==> config.mk <==
export PLATFORM = sky130hd
export DESIGN_NAME = mv_move_core
export DESIGN_NICKNAME = d
export VERILOG_FILES = /design/src/rtl/mvcore_pkg.sv /design/src/rtl/mv_phase_seq.sv /design/src/rtl/mv_pc.sv /design/src/rtl/mv_xfer_regs.sv /design/src/rtl/mv_move_core.sv
export SDC_FILE = /design/constraint.sdc
export NUM_CORES = 1
export LEC_CHECK = 0
export ABC_AREA = 1
export BUFFER_PORTS_ARGS = -buffer_cell sky130_fd_sc_hd__buf_2
export CELL_PAD_IN_SITES_DETAIL_PLACEMENT = 2
export CELL_PAD_IN_SITES_GLOBAL_PLACEMENT = 2
export CORE_MARGIN = 2
export CORE_UTILIZATION = 33
export DETAILED_ROUTE_END_ITERATION = 8
export PLACE_DENSITY = 0.92
export SYNTH_ARGS = -nofsm -noshare
export SYNTH_HDL_FRONTEND = slang
export SYNTH_SLANG_ARGS = --single-unit
==> constraint.sdc <==
create_clock -name clk -period 2.7 [get_ports clk]
set_clock_uncertainty 0.15 [all_clocks]
set_input_delay 0.135 -clock clk [delete_from_list [all_inputs] [get_ports clk]]
set_output_delay 0.135 -clock clk [all_outputs]
set_load 0.01 [all_outputs]
==> src/rtl/mvcore_pkg.sv <==
package mvcore_pkg;
   typedef enum logic [1:0] {
      PH_FSRC  = 2'd0,
      PH_FDST  = 2'd1,
      PH_READ  = 2'd2,
      PH_WRITE = 2'd3
   } phase_t;
endpackage

==> src/rtl/mv_phase_seq.sv <==
module mv_phase_seq import mvcore_pkg::*; #(
   parameter bit ONEHOT = 1'b0
) (
   input  logic   clk,
   input  logic   rst,
   output phase_t phase
);
   generate
      if (ONEHOT) begin : g_ring
         logic [3:0] ring;
         always_ff @(posedge clk) begin
            if (rst) ring <= 4'b0001;
            else     ring <= {ring[2:0], ring[3]};
         end
         always_comb begin
            unique case (ring)
               4'b0010: phase = PH_FDST;
               4'b0100: phase = PH_READ;
               4'b1000: phase = PH_WRITE;
               default: phase = PH_FSRC;
            endcase
         end
      end else begin : g_count
         logic [1:0] cnt;
         always_ff @(posedge clk) begin
            if (rst) cnt <= 2'd0;
            else     cnt <= cnt + 2'd1;
         end
         assign phase = phase_t'(cnt);
      end
   endgenerate
endmodule

==> src/rtl/mv_pc.sv <==
module mv_pc import mvcore_pkg::*; #(
   parameter int          W        = 16,
   parameter logic [W-1:0] PC_ADDR  = '1,
   parameter logic [W-1:0] RESET_PC = '0
) (
   input  logic         clk,
   input  logic         rst,
   input  phase_t       phase,
   input  logic [W-1:0] dst,
   input  logic [W-1:0] wdata,
   output logic [W-1:0] pc
);
   localparam logic [W-1:0] STEP = W'(1);

   always_ff @(posedge clk) begin
      if (rst) begin
         pc <= RESET_PC;
      end else begin
         unique case (phase)
            PH_FSRC, PH_FDST: pc <= pc + STEP;
            PH_WRITE:         if (dst == PC_ADDR) pc <= wdata;
            default:          pc <= pc;
         endcase
      end
   end
endmodule

==> src/rtl/mv_xfer_regs.sv <==
module mv_xfer_regs import mvcore_pkg::*; #(
   parameter int W = 16
) (
   input  logic         clk,
   input  logic         rst,
   input  phase_t       phase,
   input  logic [W-1:0] rdata,
   output logic [W-1:0] src,
   output logic [W-1:0] dst,
   output logic [W-1:0] dat
);
   always_ff @(posedge clk) begin
      if (rst) begin
         src <= '0;
         dst <= '0;
         dat <= '0;
      end else begin
         unique case (phase)
            PH_FSRC: src <= rdata;
            PH_FDST: dst <= rdata;
            PH_READ: dat <= rdata;
            default: ;
         endcase
      end
   end
endmodule

==> src/rtl/mv_move_core.sv <==
module mv_move_core import mvcore_pkg::*; #(
   parameter int           W            = 16,
   parameter logic [W-1:0] PC_ADDR      = '1,
   parameter logic [W-1:0] RESET_PC     = '0,
   parameter bit           ONEHOT_PHASE = 1'b0
) (
   input  logic         clk,
   input  logic         rst,
   output logic [W-1:0] bus_addr,
   output logic         bus_rd,
   output logic         bus_wr,
   output logic [W-1:0] bus_wdata,
   input  logic [W-1:0] bus_rdata
);
   generate
      if (W < 2 || W > 32) begin : g_bad_width
         $error("mv_move_core: W must be between 2 and 32");
      end
   endgenerate

   phase_t         phase;
   logic [W-1:0]   pc;
   logic [W-1:0]   src_q;
   logic [W-1:0]   dst_q;
   logic [W-1:0]   dat_q;

   mv_phase_seq #(.ONEHOT(ONEHOT_PHASE)) u_seq (
      .clk   (clk),
      .rst   (rst),
      .phase (phase)
   );

   mv_pc #(.W(W), .PC_ADDR(PC_ADDR), .RESET_PC(RESET_PC)) u_pc (
      .clk   (clk),
      .rst   (rst),
      .phase (phase),
      .dst   (dst_q),
      .wdata (dat_q),
      .pc    (pc)
   );

   mv_xfer_regs #(.W(W)) u_regs (
      .clk   (clk),
      .rst   (rst),
      .phase (phase),
      .rdata (bus_rdata),
      .src   (src_q),
      .dst   (dst_q),
      .dat   (dat_q)
   );

   always_comb begin
      unique case (phase)
         PH_READ:  bus_addr = src_q;
         PH_WRITE: bus_addr = dst_q;
         default:  bus_addr = pc;
      endcase
   end

   assign bus_rd    = (phase != PH_WRITE);
   assign bus_wr    = (phase == PH_WRITE);
   assign bus_wdata = dat_q;
endmodule

## After elaboration in Yosys (flattened, before gate mapping)

Index checks and enable logic that the tools add are counted.

| cells by class | value |
|---|---|
| add/subtract/negate cells | 2 |
| eq/ne operators | 6 |
| multiplexer cells | 3 |
| reduce and logical (&&, ||, !) cells | 4 |

Operator list:

| kind | number |
|---|---|
| $pmux 16 s2 | 2 |
| $add 16x1->16 const B | 1 |
| $eq 16x16->1 const B | 1 |
| $mux 16 | 1 |
| $eq 2x2->1 const B | 2 |
| $add 2x1->2 const B | 1 |
| $eq 2x1->1 const B | 1 |
| $logic_not 2->1 | 1 |
| $ne 2x1->1 const B | 1 |
| $ne 2x2->1 const B | 1 |
| $reduce_and 2->1 | 1 |
| $reduce_bool 2->1 | 1 |
| $reduce_or 2->1 | 1 |

| storage, ports and cells | value |
|---|---|
| bits in registers | 66 |
| output and inout port bits | 34 |

## Depth between registers and ports, before layout

Gate-level depths: netlist of run 1.

| logic depth | value |
|---|---|
| depth in word-level cells | 4 |
| depth in mapped cells | 10 |

## Cells and area by module

A second synthesis of run 1 with hierarchy kept.

| second synthesis, totals | value |
|---|---|
| cells, all modules | 551 |
| area total of the unflattened synthesis | 3,776.1 sq um |

Modules (own cells, without submodules):

| module | instances | cells each | area each (sq um) | sequential area each (sq um) |
|---|---|---|---|---|
| mv_xfer_regs | 1 | 278 | 2,069.5 | 960.9 |
| mv_pc | 1 | 189 | 1,173.6 | 320.3 |
| mv_move_core | 1 | 76 | 470.5 | 0.0 |
| mv_phase_seq | 1 | 8 | 62.6 | 40.0 |

## Worst setup path before layout of run 1

No wires, ideal clock.

| path | value |
|---|---|
| kind | register to output |
| from | register u_seq.g_count.cnt[0], in the netlist u_seq.phase[0] |
| to | output port bus_addr[0] |
| arrival | 1,439 ps |
| required time | 2,415 ps |
| slack | 976 ps |
| stages on the path, launching flop included | 8 |
| buffers on the path | 2 |
| cell sequence | dfxtp_1 > inv_1 > ha_1 > clkbuf_1 > nor2_1 > buf_2 > a22oi_1 > nand2_1 |

| on the way | value |
|---|---|
| longest elaborated chain between the ends | 2 |
| elaborated cells between the ends (all ways) | 3 |
| those cells by class | eq/ne (2); mux (1) |

Ends and longest elaborated chain:

| element | RTL line | source |
|---|---|---|
| start, declared | mv_phase_seq.sv:24 | `logic [1:0] cnt;` |
| start signal, assigned | mv_phase_seq.sv:27 | `else cnt <= cnt + 2'd1;` |
| $eq 2x2->1 | mv_move_core.sv:53 | `unique case (phase)` |
| $pmux 16 s2 * | mv_move_core.sv:53 |  |
| end, declared | mv_move_core.sv:9 | `output logic [W-1:0] bus_addr,` |

Mark *: on every way between the ends. The rest lies on a longest branch, timed or not.

## Worst setup path after layout of run 1

| path | value |
|---|---|
| from | register u_seq.g_count.cnt[0], in the netlist u_seq.phase[0] |
| to | output port bus_addr[12] |

The elaborated chain is that of the path after synthesis.

==> impl_metrics.env, run 1 <==
export IMPL_synth_most_common_cell="nor2_1"
export IMPL_dp_slack_ns=0.381
export IMPL_io_buffers=51
export IMPL_cpLargestDelayFamily="buffers and inverters"
export IMPL_via_per_inst=5.42
export IMPL_fin_setup_tns_ns=0
export IMPL_worst_pin_slew_ns=0.765
export IMPL_drive_gt1_frac=0.178
export IMPL_cap_violations=0
export IMPL_clockBufferDepth=2
export IMPL_ys_seq_area_frac=0.413
export IMPL_multi_input_area_mm2=0.00169
export IMPL_synth_ff_type="dfxtp_1"
export IMPL_required_ns=2.41
export IMPL_power_leakage_uw=0.00176
export IMPL_cp_arrival_ns=2.26
export IMPL_crit_path_cell_trace="ha_1, buf_4, nor2_1, buf_4, a22oi_1, nand2_1, buf_2"
export IMPL_cts_tree="done"
export IMPL_yosysWarnings=0
export IMPL_post_cts_buffers=0
export IMPL_die_w_um=103
export IMPL_setup_ws_ns=0.154
export IMPL_slowest_delay_ns=0.37
export IMPL_start_kind="register"
export IMPL_clkLatencyLatePin_ns=0.36
export IMPL_cp_max_fo=14
export IMPL_drc=0
export IMPL_fmax_ghz=0.393
export IMPL_synth_seq_cells=66
export IMPL_finalNetCount=557
export IMPL_grt_overflow_total=0
export IMPL_grt_pass1_wl_um=23300
export IMPL_ys_types=28
export IMPL_max_slew_margin=0.490
export IMPL_critPathSlowestCell="dfxtp_1"
export IMPL_synth_compound_area_frac=0.165
export IMPL_firstDrtPassIters=4
export IMPL_whs_ns=0.0225
export IMPL_area_delta_synth_final_pct=22.0
export IMPL_path_common_cell="buf_4"
export IMPL_antenna_cells=0
export IMPL_vias=3620
export IMPL_gp_congestion=0.792
export IMPL_fp_coreArea_mm2=0.00933
export IMPL_grt_max_degree=55
export IMPL_period_minus_slack_ns=2.55
export IMPL_drt_wl_total_um=14600
export IMPL_rsz0062_at_grt="false"
export IMPL_synth_top_family_by_area="simple AND/OR/NAND/NOR gates"
export IMPL_synthMuxAreaShare=0
export IMPL_cts_sinks=66
export IMPL_final_antenna_net_count=0
export IMPL_power_density_mw_per_mm2=640
export IMPL_cp_end_kind="output pin"
export IMPL_power_uw=2500
export IMPL_critical_path_class="register to output pin"
export IMPL_yosys_area_top_type="dfxtp_1"
export IMPL_timing_final_crit_share=0.943
export IMPL_synthArstFlopShare=0
export IMPL_die_area_mm2=0.0105
export IMPL_row_count=35
export IMPL_die_y_um=103
export IMPL_peakVddDrop_uv=316
export IMPL_synth_common_cells="nor2_1, nand2_1, dfxtp_1"
export IMPL_pin_count=52
export IMPL_finalSetupViolations=0
export IMPL_final_fill_count=1141
export IMPL_antenna_found_initial=0
export IMPL_synthCells=472
export IMPL_detail_route_iter0_violations=101
export IMPL_cts_made_buffers=9
export IMPL_outcome="finished, final reports clean"
export IMPL_dp_hpwl_um=9030
export IMPL_cts_max_level=3
export IMPL_synth_avg_cell_area_um2=6.79
export IMPL_synth_xor_area_share=0.0109
export IMPL_hold_viol=0
export IMPL_grtUsageTotal=0.300
export IMPL_clkTransAtPathRegs_ns=0.07
export IMPL_maxSlewViolCount=0
export IMPL_initial_core_util=0.343
export IMPL_synth_fa_ha_area_frac=0.0195
export IMPL_yosys_area_share_simple=0.332
export IMPL_wl_per_cell_um=21.8
export IMPL_cts_root_buf="clkbuf_8"
export IMPL_synthTopCellsByArea="dfxtp_1, nor2_1, nand2_1, o21ai_0, a22oi_1"
export IMPL_synth_top_cell_area_share=0.413
export IMPL_synth_nets=495
export IMPL_path_buf_inv=3
export IMPL_grt_pass1_vias=4138
export IMPL_synth_edf_count=0
export IMPL_hp_class="input port to register"
export IMPL_synth_area_mm2=0.00320
export IMPL_regArea_mm2=0.00132
[cell families after synthesis]
logic type,after synthesis
adder cells (fa/ha/maj),5
flip-flops,66
AO/OA/AOI/OAI,93
AND/OR/NAND/NOR,260
XOR/XNOR,4
buffers and inverters,44
[per-stage QoR]
stage / instance area (um^2) / std cells / utilization
floorplan: 3200 / 472 / -
global placement: 3560 / 636 / 0.382
detailed placement: 3560 / 636 / 0.382
CTS: 3910 / 668 / 0.419
global route: 3910 / 668 / 0.419
finish: 3910 / 668 / 0.419
[layer usage]
metal  GRT usage  part of all wire
met1       0.327              0.39
met2       0.564              0.52
met3      0.0495             0.044
met4       0.143             0.041
met5           0                 0
[timing repair]
action / 4_1_cts / 5_1_grt
hold buffers: 16 / 0
setup endpoints to repair: 0 / 1
endpoints found under the hold margin: 44 / 0
resized for setup: 0 / 1
[report_power, final]
part / switching (uW) / internal, uW
combinational: 336 / 168
sequential: 97.1 / 1060
clock: 415 / 421
total: 848 / 1650
[worst paths after layout]
kind	startpoint	to	slack, ns	cells after the start
setup / recovery	u_seq.phase[0]	bus_addr[12]	0.15	7
hold / removal	rst	u_pc.pc[14]	0.02	2
setup reg to reg	u_seq.phase[0]	u_pc.pc[11]	0.37	8
hold reg to reg	u_regs.dat[2]	u_regs.dat[2]	0.36	2
[flip-flops by register name (all words and copies together) (netlist names)]
signal and count:
u_regs.dst 16, u_regs.src 16, u_regs.dat 16, u_pc.pc 16, u_seq.phase 2
[cell type report]
class	instances	share of cell area
timing repair buffer	74	0.120
multi-input combinational	362	0.432
sequential	66	0.338
clock inverter	6	0.0147
tap	129	0.0413
clock buffer	10	0.0327
inverter	21	0.0218
[cells in the final DEF, fill, tap and decap left out, drive strengths merged, types with 2 or more instances in the layout]
| cell type | synthesis | routed |
|---|---|---|
| inv | 19 | 19 |
| nand2 | 102 | 102 |
| clkinvlp | 0 | 2 |
| dfxtp | 66 | 66 |
| clkinv | 2 | 5 |
| nand3 | 15 | 15 |
| a21oi | 17 | 17 |
| ha | 5 | 5 |
| xor2 | 4 | 4 |
| a22oi | 16 | 16 |
| nand4 | 4 | 4 |
| dlygate4sd3 | 0 | 16 |
| o21ai | 60 | 60 |
| nor2 | 135 | 135 |
| buf | 8 | 58 |
| clkbuf | 15 | 10 |
No activity file was read; power rests on OpenSTA's default activity.
==> run 2, diff against run 1 <==
--- a/config.mk
+++ b/config.mk
@@ -7,12 +7,11 @@
 export LEC_CHECK = 0
 export ABC_AREA = 1
 export BUFFER_PORTS_ARGS = -buffer_cell sky130_fd_sc_hd__buf_2
-export CELL_PAD_IN_SITES_DETAIL_PLACEMENT = 2
-export CELL_PAD_IN_SITES_GLOBAL_PLACEMENT = 2
 export CORE_MARGIN = 2
 export CORE_UTILIZATION = 33
 export DETAILED_ROUTE_END_ITERATION = 8
-export PLACE_DENSITY = 0.92
+export PLACE_DENSITY = 0.59
 export SYNTH_ARGS = -nofsm -noshare
 export SYNTH_HDL_FRONTEND = slang
+export SYNTH_HIERARCHICAL = 1
 export SYNTH_SLANG_ARGS = --single-unit
==> run 2 against run 1 <==
Die area up 17%. Cell count increased by 11%. Global-route usage shrank 12 points. Sequential share of layout area down 3.5 points. Critical path depth shrank 2. Worst hold slack worse by 0.019 ns. Area after synthesis up 18%. Sequential power about the same. Fmax up 19%. Via count rose by 0.22%. Largest cell class unchanged. Largest power group is now the clock network. Highest routed layer unchanged.
==> impl_metrics.env, run 2 <==
export IMPL_outcome="finished, final reports clean"
export IMPL_die_w_um=111
export IMPL_design_area_mm2=0.00437
export IMPL_cp_max_fo=23
export IMPL_dp_hpwl_um=7480
export IMPL_p_seq_frac=0.409
export IMPL_area_delta_synth_final_pct=15.8
export IMPL_synth_edf_count=0
export IMPL_mostFrequentLayoutCell="nand2_1"
export IMPL_clkTransAtPathRegs_ns=0.06
export IMPL_clkLatencyLatePin_ns=0.34
export IMPL_p_comb_frac=0.166
export IMPL_cts_max_level=3
export IMPL_finalSetupViolations=0
export IMPL_die_y_um=111
export IMPL_final_fill_count=1200
export IMPL_clockBufferDepth=2
export IMPL_swShare=0.293
export IMPL_period_minus_slack_ns=2.15
export IMPL_drc=0
export IMPL_utilization=0.388
export IMPL_yosysWarnings=6
export IMPL_mostFrequentLayoutCells="nand2_1, nand3_1, nor2_1"
export IMPL_synth_ff_type="dfxtp_1"
export IMPL_start_kind="register"
export IMPL_switchingPower_uw=829
export IMPL_cap_violations=0
export IMPL_drive_gt1_frac=0.250
export IMPL_synth_seq_cells=66
export IMPL_grt_pass1_wl_um=17900
export IMPL_cts_made_buffers=9
export IMPL_synthArstFlopShare=0
export IMPL_fin_setup_tns_ns=0
export IMPL_synth_nets=570
export IMPL_synth_top_cell_area_share=0.350
export IMPL_antenna_found_initial=0
export IMPL_final_antenna_net_count=0
export IMPL_fp_coreArea_mm2=0.0113
export IMPL_synth_common_cells="nand2_1, nand3_1, nor2_1"
export IMPL_pin_count=52
export IMPL_rsz0062_at_grt="false"
export IMPL_antenna_cells=0
export IMPL_io_buffers=51
export IMPL_finalNetCount=615
export IMPL_cp_arrival_ns=1.86
export IMPL_clockPowerShare=0.425
export IMPL_power_density_mw_per_mm2=646
export IMPL_dpl_cell_area_mm2=0.00401
export IMPL_cts_resized_gates=0
export IMPL_gp_congestion=0.864
export IMPL_timing_final_crit_share=0.796
export IMPL_via_per_inst=4.88
export IMPL_cts_sinks=66
export IMPL_firstDrtPassIters=4
export IMPL_synthTopCellsByArea="dfxtp_1, nand2_1, nand3_1, nor2_1, nor2_2"
export IMPL_die_area_mm2=0.0123
export IMPL_cts_root_buf="clkbuf_16"
export IMPL_critical_path_class="register to output pin"
export IMPL_vias=3628
export IMPL_cp_end_kind="output pin"
export IMPL_detail_route_iter0_violations=230
export IMPL_max_slew_margin=0.523
export IMPL_synth_avg_cell_area_um2=6.85
export IMPL_worst_pin_slew_ns=0.714
export IMPL_initial_core_util=0.335
export IMPL_grt_max_degree=33
export IMPL_grt_pass1_vias=3603
export IMPL_row_count=39
export IMPL_hp_class="input port to register"
export IMPL_maxSlewViolCount=0
export IMPL_grt_overflow_total=0
export IMPL_synth_most_common_cell="nand2_1"
export IMPL_grtUsageTotal=0.178
export IMPL_wl_per_cell_um=13.9
export IMPL_ys_types=32
export IMPL_synth_area_mm2=0.00378
export IMPL_p_int_uw=2000
export IMPL_peakVddDrop_uv=316
export IMPL_required_ns=2.41
export IMPL_yosys_area_top_type="dfxtp_1"
export IMPL_hold_viol=0
export IMPL_drt_wl_total_um=10400
export IMPL_ys_seq_area_frac=0.350
export IMPL_power_leakage_uw=0.00196
export IMPL_synthCells=551
export IMPL_cts_tree="done"
export IMPL_fmax_ghz=0.466
==> run 2: cell count changes in the layout (fill, tap and decap cells not counted), sizes merged, moves of 10 or more <==
cell / delta
dlygate4sd3: -10
nand2: +35
o21ai: -51
inv: +18
a22oi: -16
nand3: +88
==> run 2: area by class of cell <==
| type | instances | area [um^2] | area share |
|---|---|---|---|
| Multi-Input combinational cell | 418 | 2040 | 0.467 |
| Sequential cell | 66 | 1320 | 0.303 |
| Timing Repair Buffer | 63 | 360 | 0.0824 |
| Clock buffer | 12 | 256 | 0.0587 |
| Tap cell | 143 | 179 | 0.0409 |
| Inverter | 38 | 160 | 0.0366 |
| Clock inverter | 4 | 50.0 | 0.0114 |
==> run 2: repair_timing <==
| item | 4_1_cts | 5_1_grt |
|---|---|---|
| hold buffers | 6 | 0 |
| setup buffers | 0 | 0 |
| setup endpoints to repair | 0 | 0 |
| endpoints found under the hold margin | 7 | 0 |
==> run 2: layer usage <==
metal | global-route usage | part of all wire | vias to the layer above
met5 | 0 | 0 | -
met4 | 0.0625 | 0.016 | 0
met3 | 0.0339 | 0.046 | 11
met2 | 0.301 | 0.48 | 79
met1 | 0.226 | 0.46 | 1689
li1 | - | - | 1849
==> run 2: cells by family after synthesis <==
group | after synthesis | synth area share
AND/OR/NAND/NOR | 385 | 0.486
buffers and inverters | 67 | 0.109
flip-flops | 66 | 0.350
AO/OA/AOI/OAI | 27 | 0.0391
XOR/XNOR | 4 | 0.00928
multiplexers | 1 | 0.00265
adder cells (fa/ha/maj) | 1 | 0.00331
==> run 2: worst paths after layout <==
path / start / to / slack, ns / depth (start not counted)
min: bus_rdata[7] / u_regs/src[7] / 0.004 / 5
max reg2reg: u_seq/phase[1] / u_pc/pc[3] / 0.74 / 6
min reg2reg: u_regs/src[12] / u_regs/src[12] / 0.34 / 2
max: u_seq/phase[1] / bus_addr[2] / 0.55 / 5
==> run 2: metrics by stage <==
step | total power [uW] | hold WS, ns | std cells | setup slack, ns
3_5_place_dp | 1640 | 0.326 | 722 | 0.783
5_1_grt | 2970 | 0.0230 | 744 | 0.442
4_1_cts | 2850 | 0.000385 | 744 | 0.543
2_1_floorplan | 1520 | 0.0517 | 551 | 1.21
6_report | 2820 | 0.00400 | 744 | 0.552
3_3_place_gp | 1630 | 0.322 | 722 | 0.828
==> run 2: power groups by stage <==
stage / registers, uW / logic, uW / clock network (uW)
5_1_grt: 1170 / 530 / 1270
6_report: 1160 / 468 / 1200
2_1_floorplan: 1150 / 376 / 0
3_3_place_gp: 1170 / 454 / 0
3_5_place_dp: 1180 / 461 / 0
4_1_cts: 1160 / 470 / 1230
==> run 2: critical path, stage by stage (launching register included) <==
cell,delay (ns)
dfxtp_2,0.66
buf_4,0.38
inv_4,0.13
nand2_1,0.09
nand3_1,0.10
buf_2,0.16
==> run 3, diff against run 2 <==
==> constraint.sdc (replaced) <==
create_clock -name clk -period 2.05 [get_ports clk]
set_clock_uncertainty 0.15 [all_clocks]
set_input_delay 0.1025 -clock clk [delete_from_list [all_inputs] [get_ports clk]]
set_output_delay 0.1025 -clock clk [all_outputs]
set_load 0.01 [all_outputs]
==> run 3 against run 2 <==
Non-clock buffer count is 17 higher. Core utilization up 1.8 points. Count of clock-buffer cells in the layout did not move. Critical endpoint is now bus_addr[11]. Wire length shrank 0.33%. Die area stayed put. Sequential power increased by 30%.
==> impl_metrics.env, run 3 (synthesized netlist as in run 2, its figures left out) <==
export IMPL_power_leakage_uw=0.00206
export IMPL_p_comb_frac=0.171
export IMPL_cts_tree="done"
export IMPL_die_area_mm2=0.0123
export IMPL_final_fill_count=1172
export IMPL_cp_max_fo=14
export IMPL_initial_core_util=0.335
export IMPL_drc=0
export IMPL_final_antenna_net_count=0
export IMPL_clkTransAtPathRegs_ns=0.05
export IMPL_vias=3693
export IMPL_clockPowerShare=0.442
export IMPL_setup_ws_ns=0.148
export IMPL_cts_made_buffers=9
export IMPL_fin_setup_tns_ns=0
export IMPL_power_density_mw_per_mm2=851
export IMPL_hold_viol=0
export IMPL_slowest_delay_ns=0.53
export IMPL_mostFrequentLayoutCell="nand2_1"
export IMPL_timing_final_crit_share=0.928
export IMPL_die_w_um=111
export IMPL_worst_pin_slew_ns=0.388
export IMPL_crit_path_cell_trace="buf_6, buf_4, nand3_1, nand3_1, buf_2"
export IMPL_critPathSlowestCell="dfxtp_2"
export IMPL_cpLargestDelayFamily="buffers and inverters"
export IMPL_drt_wl_total_um=10300
export IMPL_dp_hpwl_um=7450
export IMPL_post_cts_buffers=0
export IMPL_grt_max_degree=31
export IMPL_path_buf_inv=3
export IMPL_drive_gt1_frac=0.256
export IMPL_dp_slack_ns=0.336
export IMPL_dpl_cell_area_mm2=0.00407
export IMPL_fmax_ghz=0.526
export IMPL_cap_violations=0
export IMPL_antenna_found_initial=0
export IMPL_hp_class="input port to register"
export IMPL_cp_arrival_ns=1.65
export IMPL_clockBufferDepth=2
export IMPL_max_slew_margin=0.741
export IMPL_switchingPower_uw=1070
export IMPL_clkLatencyLatePin_ns=0.33
export IMPL_area_delta_synth_final_pct=21.1
export IMPL_via_per_inst=4.85
export IMPL_multi_input_area_mm2=0.00204
export IMPL_gp_congestion=0.858
export IMPL_swShare=0.276
export IMPL_wl_per_cell_um=13.6
export IMPL_firstDrtPassIters=5
export IMPL_antenna_cells=0
export IMPL_path_common_cell="nand3_1"
export IMPL_start_kind="register"
export IMPL_grtUsageTotal=0.173
export IMPL_required_ns=1.80
export IMPL_cts_max_level=3
export IMPL_rsz0062_at_grt="false"
export IMPL_maxSlewViolCount=0
export IMPL_finalNetCount=632
export IMPL_detail_route_iter0_violations=246
export IMPL_design_area_mm2=0.00457
export IMPL_row_count=39
export IMPL_pin_count=52
export IMPL_cts_root_buf="clkbuf_16"
export IMPL_grt_overflow_total=0
export IMPL_peakVddDrop_uv=535
export IMPL_p_seq_frac=0.387
export IMPL_grt_pass1_wl_um=17400
export IMPL_outcome="finished, final reports clean"
export IMPL_p_int_uw=2820
export IMPL_period_minus_slack_ns=1.90
export IMPL_grt_pass1_vias=3510
export IMPL_cp_end_kind="output pin"
export IMPL_fp_coreArea_mm2=0.0113
export IMPL_mostFrequentLayoutCells="nand2_1, nand3_1, nor2_1"
export IMPL_cts_sinks=66
export IMPL_critical_path_class="register to output pin"
export IMPL_finalSetupViolations=0
export IMPL_die_y_um=111
export IMPL_io_buffers=51
export IMPL_whs_ns=0.0256
export IMPL_regArea_mm2=0.00132
[run 3: cell count changes in the layout (fill, tap and decap cells not counted)]
cell           change
buf_12             +1
buf_6              +1
dlygate4sd3_1     +10
clkbuf_8           +1
buf_4              +5
clkbuf_1           -1
bufinv_16          +1
clkinvlp_4         -1
[run 3: routing by layer]
layer	wire, um	track usage	vias up
li1	-	-	1887
met1	4770	0.223	1710
met2	4960	0.296	92
met3	513	0.0306	4
met4	73	0.0500	0
met5	0	0	-
[run 3: path summary, 6_finish.rpt]
| check | slack (ns) | startpoint | endpoint | cells after the start |
|---|---|---|---|---|
| max | 0.15 | u_seq/phase[1] | bus_addr[11] | 5 |
| min | 0.03 | rst | u_seq/phase[0] | 3 |
| max reg2reg | 0.30 | u_seq/phase[0] | u_pc/pc[2] | 8 |
| min reg2reg | 0.33 | u_regs/src[12] | u_regs/src[12] | 2 |
[run 3: area by class of cell]
type | instances | share of cell area
clock inverters | 4 | 0.0159
flip-flops and latches | 66 | 0.289
well taps | 143 | 0.0391
multi-input cells | 418 | 0.447
clock buffers | 12 | 0.0583
repair buffers | 80 | 0.116
inverters | 38 | 0.0350
[run 3: timing repair]
item,CTS,global route
endpoints found under the setup margin,0,5
resized for setup,0,1
hold buffers,16,0
endpoints found under the hold margin,37,0
[run 3: worst register-to-register path: cells and delay by family, from the launching register on]
family	cells	cell delay, ns
and+or+nand+nor	5	0.49
buffers and inverters	3	0.66
DFF	1	0.33
[run 3: through the flow]
stage / total power, uW / utilization / cells
2_1_floorplan: 2010 / - / 551
3_3_place_gp: 2160 / 0.361 / 729
3_5_place_dp: 2180 / 0.361 / 729
4_1_cts: 3930 / 0.405 / 761
5_1_grt: 4080 / 0.406 / 761
6_report: 3890 / 0.406 / 761
[run 3: power groups by stage]
stage                     Clock [uW]  Combinational, uW  Sequential, uW
after detailed placement           0                642            1530
after floorplan                    0                495            1510
after global placement             0                633            1530
after CTS                       1750                667            1510
after global routing            1810                746            1520
final                           1720                664            1510
